<file path="config.mk">
export PLATFORM = sky130hd
export DESIGN_NAME = i2c_wide_regbank
export DESIGN_NICKNAME = d
export VERILOG_FILES = /design/src/rtl/i2c_wide_regbank.sv
export SDC_FILE = /design/constraint.sdc
export NUM_CORES = 1
export LEC_CHECK = 0
export BUFFER_PORTS_ARGS = -buffer_cell sky130_fd_sc_hd__buf_2
export CAP_MARGIN = 20
export CORE_MARGIN = 2
export CORE_UTILIZATION = 40
export DETAILED_ROUTE_END_ITERATION = 8
export SLEW_MARGIN = 15
export SYNTH_ARGS = -nofsm -noshare
export SYNTH_HDL_FRONTEND = slang
export SYNTH_SLANG_ARGS = --single-unit
</file>
<file path="constraint.sdc">
create_clock -name clk -period 2.9 [get_ports clk]
set_input_delay 0.29 -clock clk [delete_from_list [all_inputs] [get_ports clk]]
set_output_delay 0.29 -clock clk [all_outputs]
set_load 0.01 [all_outputs]
</file>
<file path="src/rtl/i2c_wide_regbank.sv">
module i2c_wide_regbank #(
  parameter logic [3:0] ADDR_HI  = 4'h5,
  parameter logic [7:0] CMD_BASE = 8'hE0,
  parameter int         NBYTES   = 7,
  parameter int         TH_W     = 10
) (
  input  logic                  clk,
  input  logic                  rst_n,
  input  logic                  scl_i,
  input  logic                  sda_i,
  output logic                  sda_oe,
  input  logic [2:0]            strap_i,
  input  logic [8*NBYTES-1:0]   stat0_i,
  input  logic [8*NBYTES-1:0]   stat1_i,
  output logic [8*NBYTES-1:0]   ctl3_o,
  output logic [8*NBYTES-1:0]   ctl4_o,
  output logic [TH_W-1:0]       iin_hi_o,
  output logic [TH_W-1:0]       iin_lo_o,
  output logic [TH_W-1:0]       iout_hi_o,
  output logic [TH_W-1:0]       iout_lo_o
);
  localparam int REG_W = 8 * NBYTES;
  localparam int CW    = $clog2(NBYTES + 1);
  localparam logic [CW-1:0] LAST = CW'(NBYTES - 1);

  typedef enum logic [2:0] {ST_IDLE, ST_ADDR, ST_CMD, ST_WR, ST_RDA, ST_RD, ST_SKIP} st_t;

  logic [1:0] scl_sy, sda_sy;
  logic       scl_q, sda_q;
  logic       scl_s, sda_s;
  logic       start_c, stop_c, scl_rise, scl_fall;

  st_t              st;
  logic [3:0]       bitcnt;
  logic             ack_ph, mack;
  logic [7:0]       sr;
  logic [2:0]       cmd_idx;
  logic             cmd_ok;
  logic [CW-1:0]    wcnt, rcnt;
  logic [REG_W-1:0] wbuf, shadow, reg3_q, reg4_q, reg5_q, sel, wnext;
  logic [7:0]       cidx;
  logic             cmd_hit, wr_ok, addr_hit;

  assign scl_s    = scl_sy[1];
  assign sda_s    = sda_sy[1];
  assign start_c  = scl_s & scl_q & sda_q & ~sda_s;
  assign stop_c   = scl_s & scl_q & ~sda_q & sda_s;
  assign scl_rise = scl_s & ~scl_q;
  assign scl_fall = ~scl_s & scl_q;

  assign cidx     = sr - CMD_BASE;
  assign cmd_hit  = (cidx < 8'd6) && (cidx != 8'd2);
  assign wr_ok    = (cmd_idx == 3'd3) || (cmd_idx == 3'd4) || (cmd_idx == 3'd5);
  assign addr_hit = (sr[7:1] == {ADDR_HI, strap_i}) && (strap_i != 3'd0);
  assign wnext    = {sr, wbuf[REG_W-1:8]};

  always_comb begin
    case (cmd_idx)
      3'd0:    sel = stat0_i;
      3'd1:    sel = stat1_i;
      3'd3:    sel = reg3_q;
      3'd4:    sel = reg4_q;
      default: sel = reg5_q;
    endcase
  end

  assign ctl3_o    = reg3_q;
  assign ctl4_o    = reg4_q;
  assign iin_hi_o  = reg5_q[TH_W-1:0];
  assign iin_lo_o  = reg5_q[2*TH_W-1:TH_W];
  assign iout_hi_o = reg5_q[3*TH_W-1:2*TH_W];
  assign iout_lo_o = reg5_q[4*TH_W-1:3*TH_W];

  always_ff @(posedge clk or negedge rst_n) begin
    if (!rst_n) begin
      scl_sy <= 2'b11;
      sda_sy <= 2'b11;
      scl_q  <= 1'b1;
      sda_q  <= 1'b1;
    end else begin
      scl_sy <= {scl_sy[0], scl_i};
      sda_sy <= {sda_sy[0], sda_i};
      scl_q  <= scl_s;
      sda_q  <= sda_s;
    end
  end

  always_ff @(posedge clk or negedge rst_n) begin
    if (!rst_n) begin
      st      <= ST_IDLE;
      bitcnt  <= '0;
      ack_ph  <= 1'b0;
      mack    <= 1'b0;
      sr      <= '0;
      cmd_idx <= '0;
      cmd_ok  <= 1'b0;
      wcnt    <= '0;
      rcnt    <= '0;
      wbuf    <= '0;
      shadow  <= '0;
      reg3_q  <= '0;
      reg4_q  <= '0;
      reg5_q  <= '0;
      sda_oe  <= 1'b0;
    end else if (start_c) begin
      st     <= ST_ADDR;
      bitcnt <= '0;
      ack_ph <= 1'b0;
      sda_oe <= 1'b0;
    end else if (stop_c) begin
      st     <= ST_IDLE;
      bitcnt <= '0;
      ack_ph <= 1'b0;
      sda_oe <= 1'b0;
    end else if (st == ST_IDLE || st == ST_SKIP) begin
      sda_oe <= 1'b0;
    end else if (scl_rise) begin
      if (ack_ph) begin
        mack <= ~sda_s;
      end else if (bitcnt < 4'd8) begin
        sr     <= {sr[6:0], sda_s};
        bitcnt <= bitcnt + 4'd1;
      end
    end else if (scl_fall) begin
      if (ack_ph) begin
        ack_ph <= 1'b0;
        bitcnt <= '0;
        if (st == ST_RDA) begin
          st     <= ST_RD;
          sda_oe <= ~shadow[7];
        end else if (st == ST_RD) begin
          if (mack && rcnt < LAST) begin
            shadow <= shadow >> 8;
            sda_oe <= ~shadow[15];
            rcnt   <= rcnt + 1'b1;
          end else begin
            st     <= ST_SKIP;
            sda_oe <= 1'b0;
          end
        end else begin
          sda_oe <= 1'b0;
        end
      end else if (bitcnt == 4'd8) begin
        case (st)
          ST_ADDR: begin
            if (!addr_hit) begin
              st <= ST_SKIP;
            end else if (!sr[0]) begin
              st     <= ST_CMD;
              sda_oe <= 1'b1;
              ack_ph <= 1'b1;
            end else if (cmd_ok) begin
              shadow <= sel;
              rcnt   <= '0;
              st     <= ST_RDA;
              sda_oe <= 1'b1;
              ack_ph <= 1'b1;
            end else begin
              st <= ST_SKIP;
            end
          end
          ST_CMD: begin
            if (cmd_hit) begin
              cmd_idx <= cidx[2:0];
              cmd_ok  <= 1'b1;
              wcnt    <= '0;
              st      <= ST_WR;
              sda_oe  <= 1'b1;
              ack_ph  <= 1'b1;
            end else begin
              cmd_ok <= 1'b0;
              st     <= ST_SKIP;
            end
          end
          ST_WR: begin
            if (wr_ok && wcnt <= LAST) begin
              wbuf   <= wnext;
              wcnt   <= wcnt + 1'b1;
              sda_oe <= 1'b1;
              ack_ph <= 1'b1;
              if (wcnt == LAST) begin
                case (cmd_idx)
                  3'd3:    reg3_q <= wnext;
                  3'd4:    reg4_q <= wnext;
                  default: reg5_q <= wnext;
                endcase
              end
            end else begin
              st <= ST_SKIP;
            end
          end
          ST_RD: begin
            sda_oe <= 1'b0;
            ack_ph <= 1'b1;
          end
          default: st <= ST_SKIP;
        endcase
      end else if (st == ST_RD) begin
        sda_oe <= ~shadow[3'(4'd7 - bitcnt)];
      end
    end
  end

  AST_DRIVE_ON_LOW: assert property (@(posedge clk) disable iff (!rst_n)
    $rose(sda_oe) |-> !$past(scl_s)) else $error("SDA pulled while SCL high");
  AST_STRAP_ZERO: assert property (@(posedge clk) disable iff (!rst_n)
    (st == ST_CMD && $past(st) == ST_ADDR) |-> ($past(strap_i) != 3'd0)) else $error("address taken with zero strap");
  AST_WR_NEEDS_CMD: assert property (@(posedge clk) disable iff (!rst_n)
    (st == ST_WR) |-> cmd_ok) else $error("data phase without command");
  AST_REG3_FULL: assert property (@(posedge clk) disable iff (!rst_n)
    (reg3_q != $past(reg3_q)) |-> ($past(st) == ST_WR && $past(wcnt) == LAST)) else $error("reg3 changed early");
  AST_REG4_FULL: assert property (@(posedge clk) disable iff (!rst_n)
    (reg4_q != $past(reg4_q)) |-> ($past(st) == ST_WR && $past(wcnt) == LAST)) else $error("reg4 changed early");
  AST_RD_BOUND: assert property (@(posedge clk) disable iff (!rst_n)
    (st == ST_RD) |-> (rcnt <= LAST)) else $error("read past last byte");
  AST_SHADOW_HOLD: assert property (@(posedge clk) disable iff (!rst_n)
    (st == ST_RD && $past(st) == ST_RD && $past(rcnt) == rcnt) |-> $stable(shadow)) else $error("snapshot moved");
endmodule

</file>
; ---- Word level (Yosys, flattened, before mapping)
; Cells that the tools add are included.
; W data, S select, Z words.
[classes]
addsub = 5
order_cmp = 5
eq_ne = 32
muxes = 78
n_bitwise = 20
reduce_logical = 38
[ops]
columns = cell, count
row1 = $mux W56, 9
row2 = $pmux W56 S4, 1
row3 = $mux W3, 25
row4 = $reduce_and A11 Y1, 3
row5 = $mux W4, 8
row6 = $mux W1, 29
row7 = $reduce_and A8 Y1, 3
row8 = $ne A7 B7 Y1 const B, 3
row9 = $eq A3 B3 Y1 const B, 6
row10 = $reduce_and A9 Y1, 2
row11 = $reduce_bool A4 Y1, 4
row12 = $not A1 Y1, 13
row13 = $reduce_and A13 Y1, 1
row14 = $pmux W3 S4, 1
row15 = $reduce_bool A2 Y1, 6
row16 = $ne A5 B5 Y1 const B, 2
row17 = $reduce_and A10 Y1, 1
row18 = $reduce_and A5 Y1, 2
row19 = $eq A3 B2 Y1 const B, 3
row20 = $lt A8 B3 Y1 const B, 1
row21 = $ne A4 B3 Y1 const B, 2
row22 = $ne A4 B4 Y1 const B, 2
row23 = $ne A8 B2 Y1 const B, 1
row24 = $ne A8 B8 Y1 const B, 1
row25 = other kinds (29), 49
[word_totals]
regBits = 314
input_bits = 119
output_inout_bits = 153
wordCells = 197

; ---- Longest topological paths before layout
[logic_depth]
depth_word = 13
depth_mapped = 10
ltp_nobuf = 7

; ---- Worst setup path after synthesis
; No wires, ideal clock.
[synth_timing]
path_kind = reg-to-reg
start = register sr[5]
end = register cmd_idx[0]
setup_time_ps = 125
arrival_ps = 2334
t_required_ps = 2775
path_slack_ps = 441
path_stages_with_launch = 8
n_path_buf = 0
synth_period_minus_slack_ps = 2459
path_cell_list = dfrtp_1 inv_1 ha_1 or4bb_1 a211oi_1 and3_1 nor2b_1 mux2_2
[synth_between]
elab_chain_len = 4
elab_cells_between_ends = 5
cone_classes = 1 x add/sub / 1 x order compare / 1 x eq/ne / 2 x reduce/logical
[synth_rtl]
columns = element, line_no
row1 = from (decl), 36  ; logic [7:0] sr;
row2 = from (signal assigned), 121  ; sr <= {sr[6:0], sda_s};
row3 = $sub A8 B8 Y8 (*), 51  ; assign cidx = sr - CMD_BASE;
row4 = $lt A8 B3 Y1 / $ne A8 B2 Y1 (equally long branches), 52  ; assign cmd_hit = (cidx < 8'd6) && (cidx != 8'd2);
row5 = $logic_and A1 B1 Y1 (*), 52
row6 = $reduce_and A9 Y1 (no source line) (*), n/a
row7 = to (signal assigned), 164  ; cmd_idx <= cidx[2:0];
row8 = to (decl), 37  ; logic [2:0] cmd_idx;
; Mark *: on every way between the ends. The rest lies on a longest branch, timed or not.
; A chain may end at the register's enable or synchronous reset.

; ---- Worst setup path in the final report
[layout_timing]
start = register sr[5]
end = register cmd_idx[1]
; The elaborated chain is that of the path after synthesis.

==> metrics <==
outcome=finished clean; DR vias=11400; clock root buffer=clkbuf_16; highest clock rate=375 MHz; synth warn=0; first-pass GRT wire length=71800 µm; vias in the first global route=11800; Design Area, Final=18500 µm²; via density per instance=5.66; GRT Total Usage=0.228; non-filler cells, final=2016; Post-Syn Area=15500 µm²; first-pass detailed-route iteration total=6; crit path kind=reg -> reg; Hold WS=0.308 ns; Starting Density=0.403; Power Dens Cells=492 nW/µm²; Final Slew Violations=0; number of flops mapped to enable cells by yosys=0; Seq/Total Area, Yosys=0.496; Slew @ Worst Pin=0.923 ns; setup slack at placement=0.251 ns; unrepaired setup endpoints after global routing=no; Mapped Nets=1374; post-route setup TNS=0 ns; nets=1602; Post-Route WL=46200 µm; setup slack after layout=0.230 ns; TritonCTS clock tree=done; H-tree depth=2; Hold WC Path Type=in -> reg; cts bufs inserted=35; FF-to-FF setup slack=0.23 ns; clock skew=0.0151 ns; initial antenna violation count=0; Fin. Hold Viols=0; Worst VDD drop=280 µV; wire length per cell=22.9 µm; # rows=72; Max-cap violations=0; clock buffer depth=3; post-layout min period=2.67 ns; Clk pin slew, worst setup/hold paths=0.06 ns; relative slew slack=0.383; share of layout cells above drive strength 1=0.462; CP required=3.30 ns; CP endpoint kind=flop; Area Overhead vs Synth=19.9%; final cell utilization of the core=0.483; Post-Syn Area per Cell=12.4 µm²; Cell variety after synth=75; Top FF cell, synth=dfrtp_1; total core area=38400 µm²; clock sinks=306; cell area after placement=17400 µm²; Antenna Cells=0; # DRC=0; Die X=201 µm; port bufs=271; grt ovf=0; leak pwr=9.20 nW; fillers=3560; largest net degree at the start of global routing=78; final antenna-violating net count=0; worst-path maximum fanout=9; 1st-iter DRT viols=644; worst endpoint data arrival time=3.07 ns; share of the cycle needed by the critical path after routing=0.921; Skew-Pair Late Insertion Delay=0.52 ns; synthesis-stage register bit count=306; Startpoint Class=flop; Die Ht=201 µm; half-perimeter wire length after placement=31700 µm; Tot Pwr=9.12 mW; DIE AREA=40200 µm²; Synth async-reset ratio=1.00; Inst Count DP=1951; Cells after Synth=1245; Setup violations, final=0; routability cong.=0.878; Top Ports=272
==> Yosys cell counts (all sizes together) (6+ instances only) <==
master / instances / area (µm²)
nor2b: 12 / 75.1
o21ai: 57 / 285
nor3: 9 / 45.0
nor2: 14 / 52.6
a22oi: 6 / 45.0
a21oi: 9 / 45.0
inv: 12 / 45.0
a2bb2oi: 38 / 333
nand2b: 7 / 43.8
a211oi: 9 / 67.6
a221oi: 98 / 858
nand2: 68 / 255
a22o: 19 / 168
mux2: 331 / 3730
ha: 10 / 125
buf: 78 / 528
dfrtp: 300 / 7510
mux2i: 8 / 80.1
nand3: 6 / 30.0
clkbuf: 61 / 229
dfstp: 6 / 158
==> cell families after synthesis <==
group | count (synthesis) | synth area share
muxes | 340 | 0.248
adders and majority gates | 10 | 0.00809
DFF | 306 | 0.496
AOI/OAI and AO/OA | 282 | 0.143
buffers and inverters | 154 | 0.0526
xor gates and xnor gates | 6 | 0.00340
and+or+nand+nor | 147 | 0.0497
==> worst max-delay path, stage by stage, from the launching register on <==
cell,delay (ns)
dfrtp_1,0.48
inv_1,0.07
ha_1,0.27
or4bb_1,0.47
a211oi_1,0.21
buf_4,0.19
and3_1,0.20
nor2b_1,0.28
mux2_2,0.37
==> report_power, final <==
part | total (mW) | internal (mW) | switching, mW
Sequential | 4.31 | 4.28 | 0.0231
Combinational | 0.409 | 0.186 | 0.223
Clock | 4.40 | 2.59 | 1.81
Total | 9.12 | 7.06 | 2.06
==> per-layer routing <==
| layer | vias to the layer above | global-route usage | wire length (µm) |
|---|---|---|---|
| met3 | 66 | 0.0378 | 2350 |
| li1 | 5134 | - | - |
| met1 | 5853 | 0.310 | 20400 |
| met2 | 351 | 0.377 | 22200 |
| met5 | - | 0 | 0 |
| met4 | 0 | 0.0693 | 1240 |
==> layout by cell type (no fill, tap or decap), types with 6 or more instances in the layout <==
cell type	Yosys	final
a211oi_1	9	9
a21oi_1	9	9
a221oi_1	98	98
a22o_1	18	18
a22oi_1	6	6
a2bb2oi_1	38	38
buf_12	0	15
buf_2	20	270
buf_4	51	41
clkbuf_1	61	7
clkbuf_16	0	37
clkbuf_8	0	6
clkinv_2	0	8
dfrtp_1	300	297
dfstp_2	6	6
ha_1	10	10
inv_1	11	11
mux2_1	49	49
mux2_2	282	282
mux2i_1	8	8
nand2_1	68	68
nand2b_1	7	7
nand3_1	6	6
nor2_1	14	14
nor2b_1	12	10
nor3_1	9	8
o21ai_0	55	55
==> final timing paths <==
path                            cells past startpoint         from    endpoint
worst max-delay path                                8        sr[5]  cmd_idx[1]
worst min-delay path                                5  stat0_i[55]  shadow[55]
worst max register to register                      8        sr[5]  cmd_idx[1]
worst min register to register                      0    sda_sy[0]   sda_sy[1]
max in group asynchronous                           3        rst_n  ctl4_o[38]
min in group asynchronous                           2        rst_n   ctl3_o[2]
==> state kept, by name, indices dropped and copies added, names as in the netlist <==
signal	cells
scl_q	1
wcnt	3
rcnt	3
shadow	56
mack	1
sda_oe	1
ctl3_o	56
sr	8
cmd_ok	1
scl_sy	2
ack_ph	1
st	3
ctl4_o	56
wbuf	48
reg5_q	56
cmd_idx	3
sda_sy	2
bitcnt	4
sda_q	1
==> layout make-up <==
cell class / count / area (µm²) / area share
timing repair buffer: 330 / 2000 / 0.108
clock inverter: 12 / 105 / 0.00567
tap: 518 / 648 / 0.0350
clock buffer: 50 / 1030 / 0.0558
multi-input combinational: 785 / 7010 / 0.378
inverter: 15 / 56.3 / 0.00304
sequential: 306 / 7670 / 0.414
==> timing repair <==
action	4_1_cts	5_1_grt
buffers inserted	0	0
endpoints found under the setup margin	0	2
hold buffers	3	0
gates resized for setup	0	1
endpoints found under the hold margin	71	0
(Power assumes the default switching activity.)
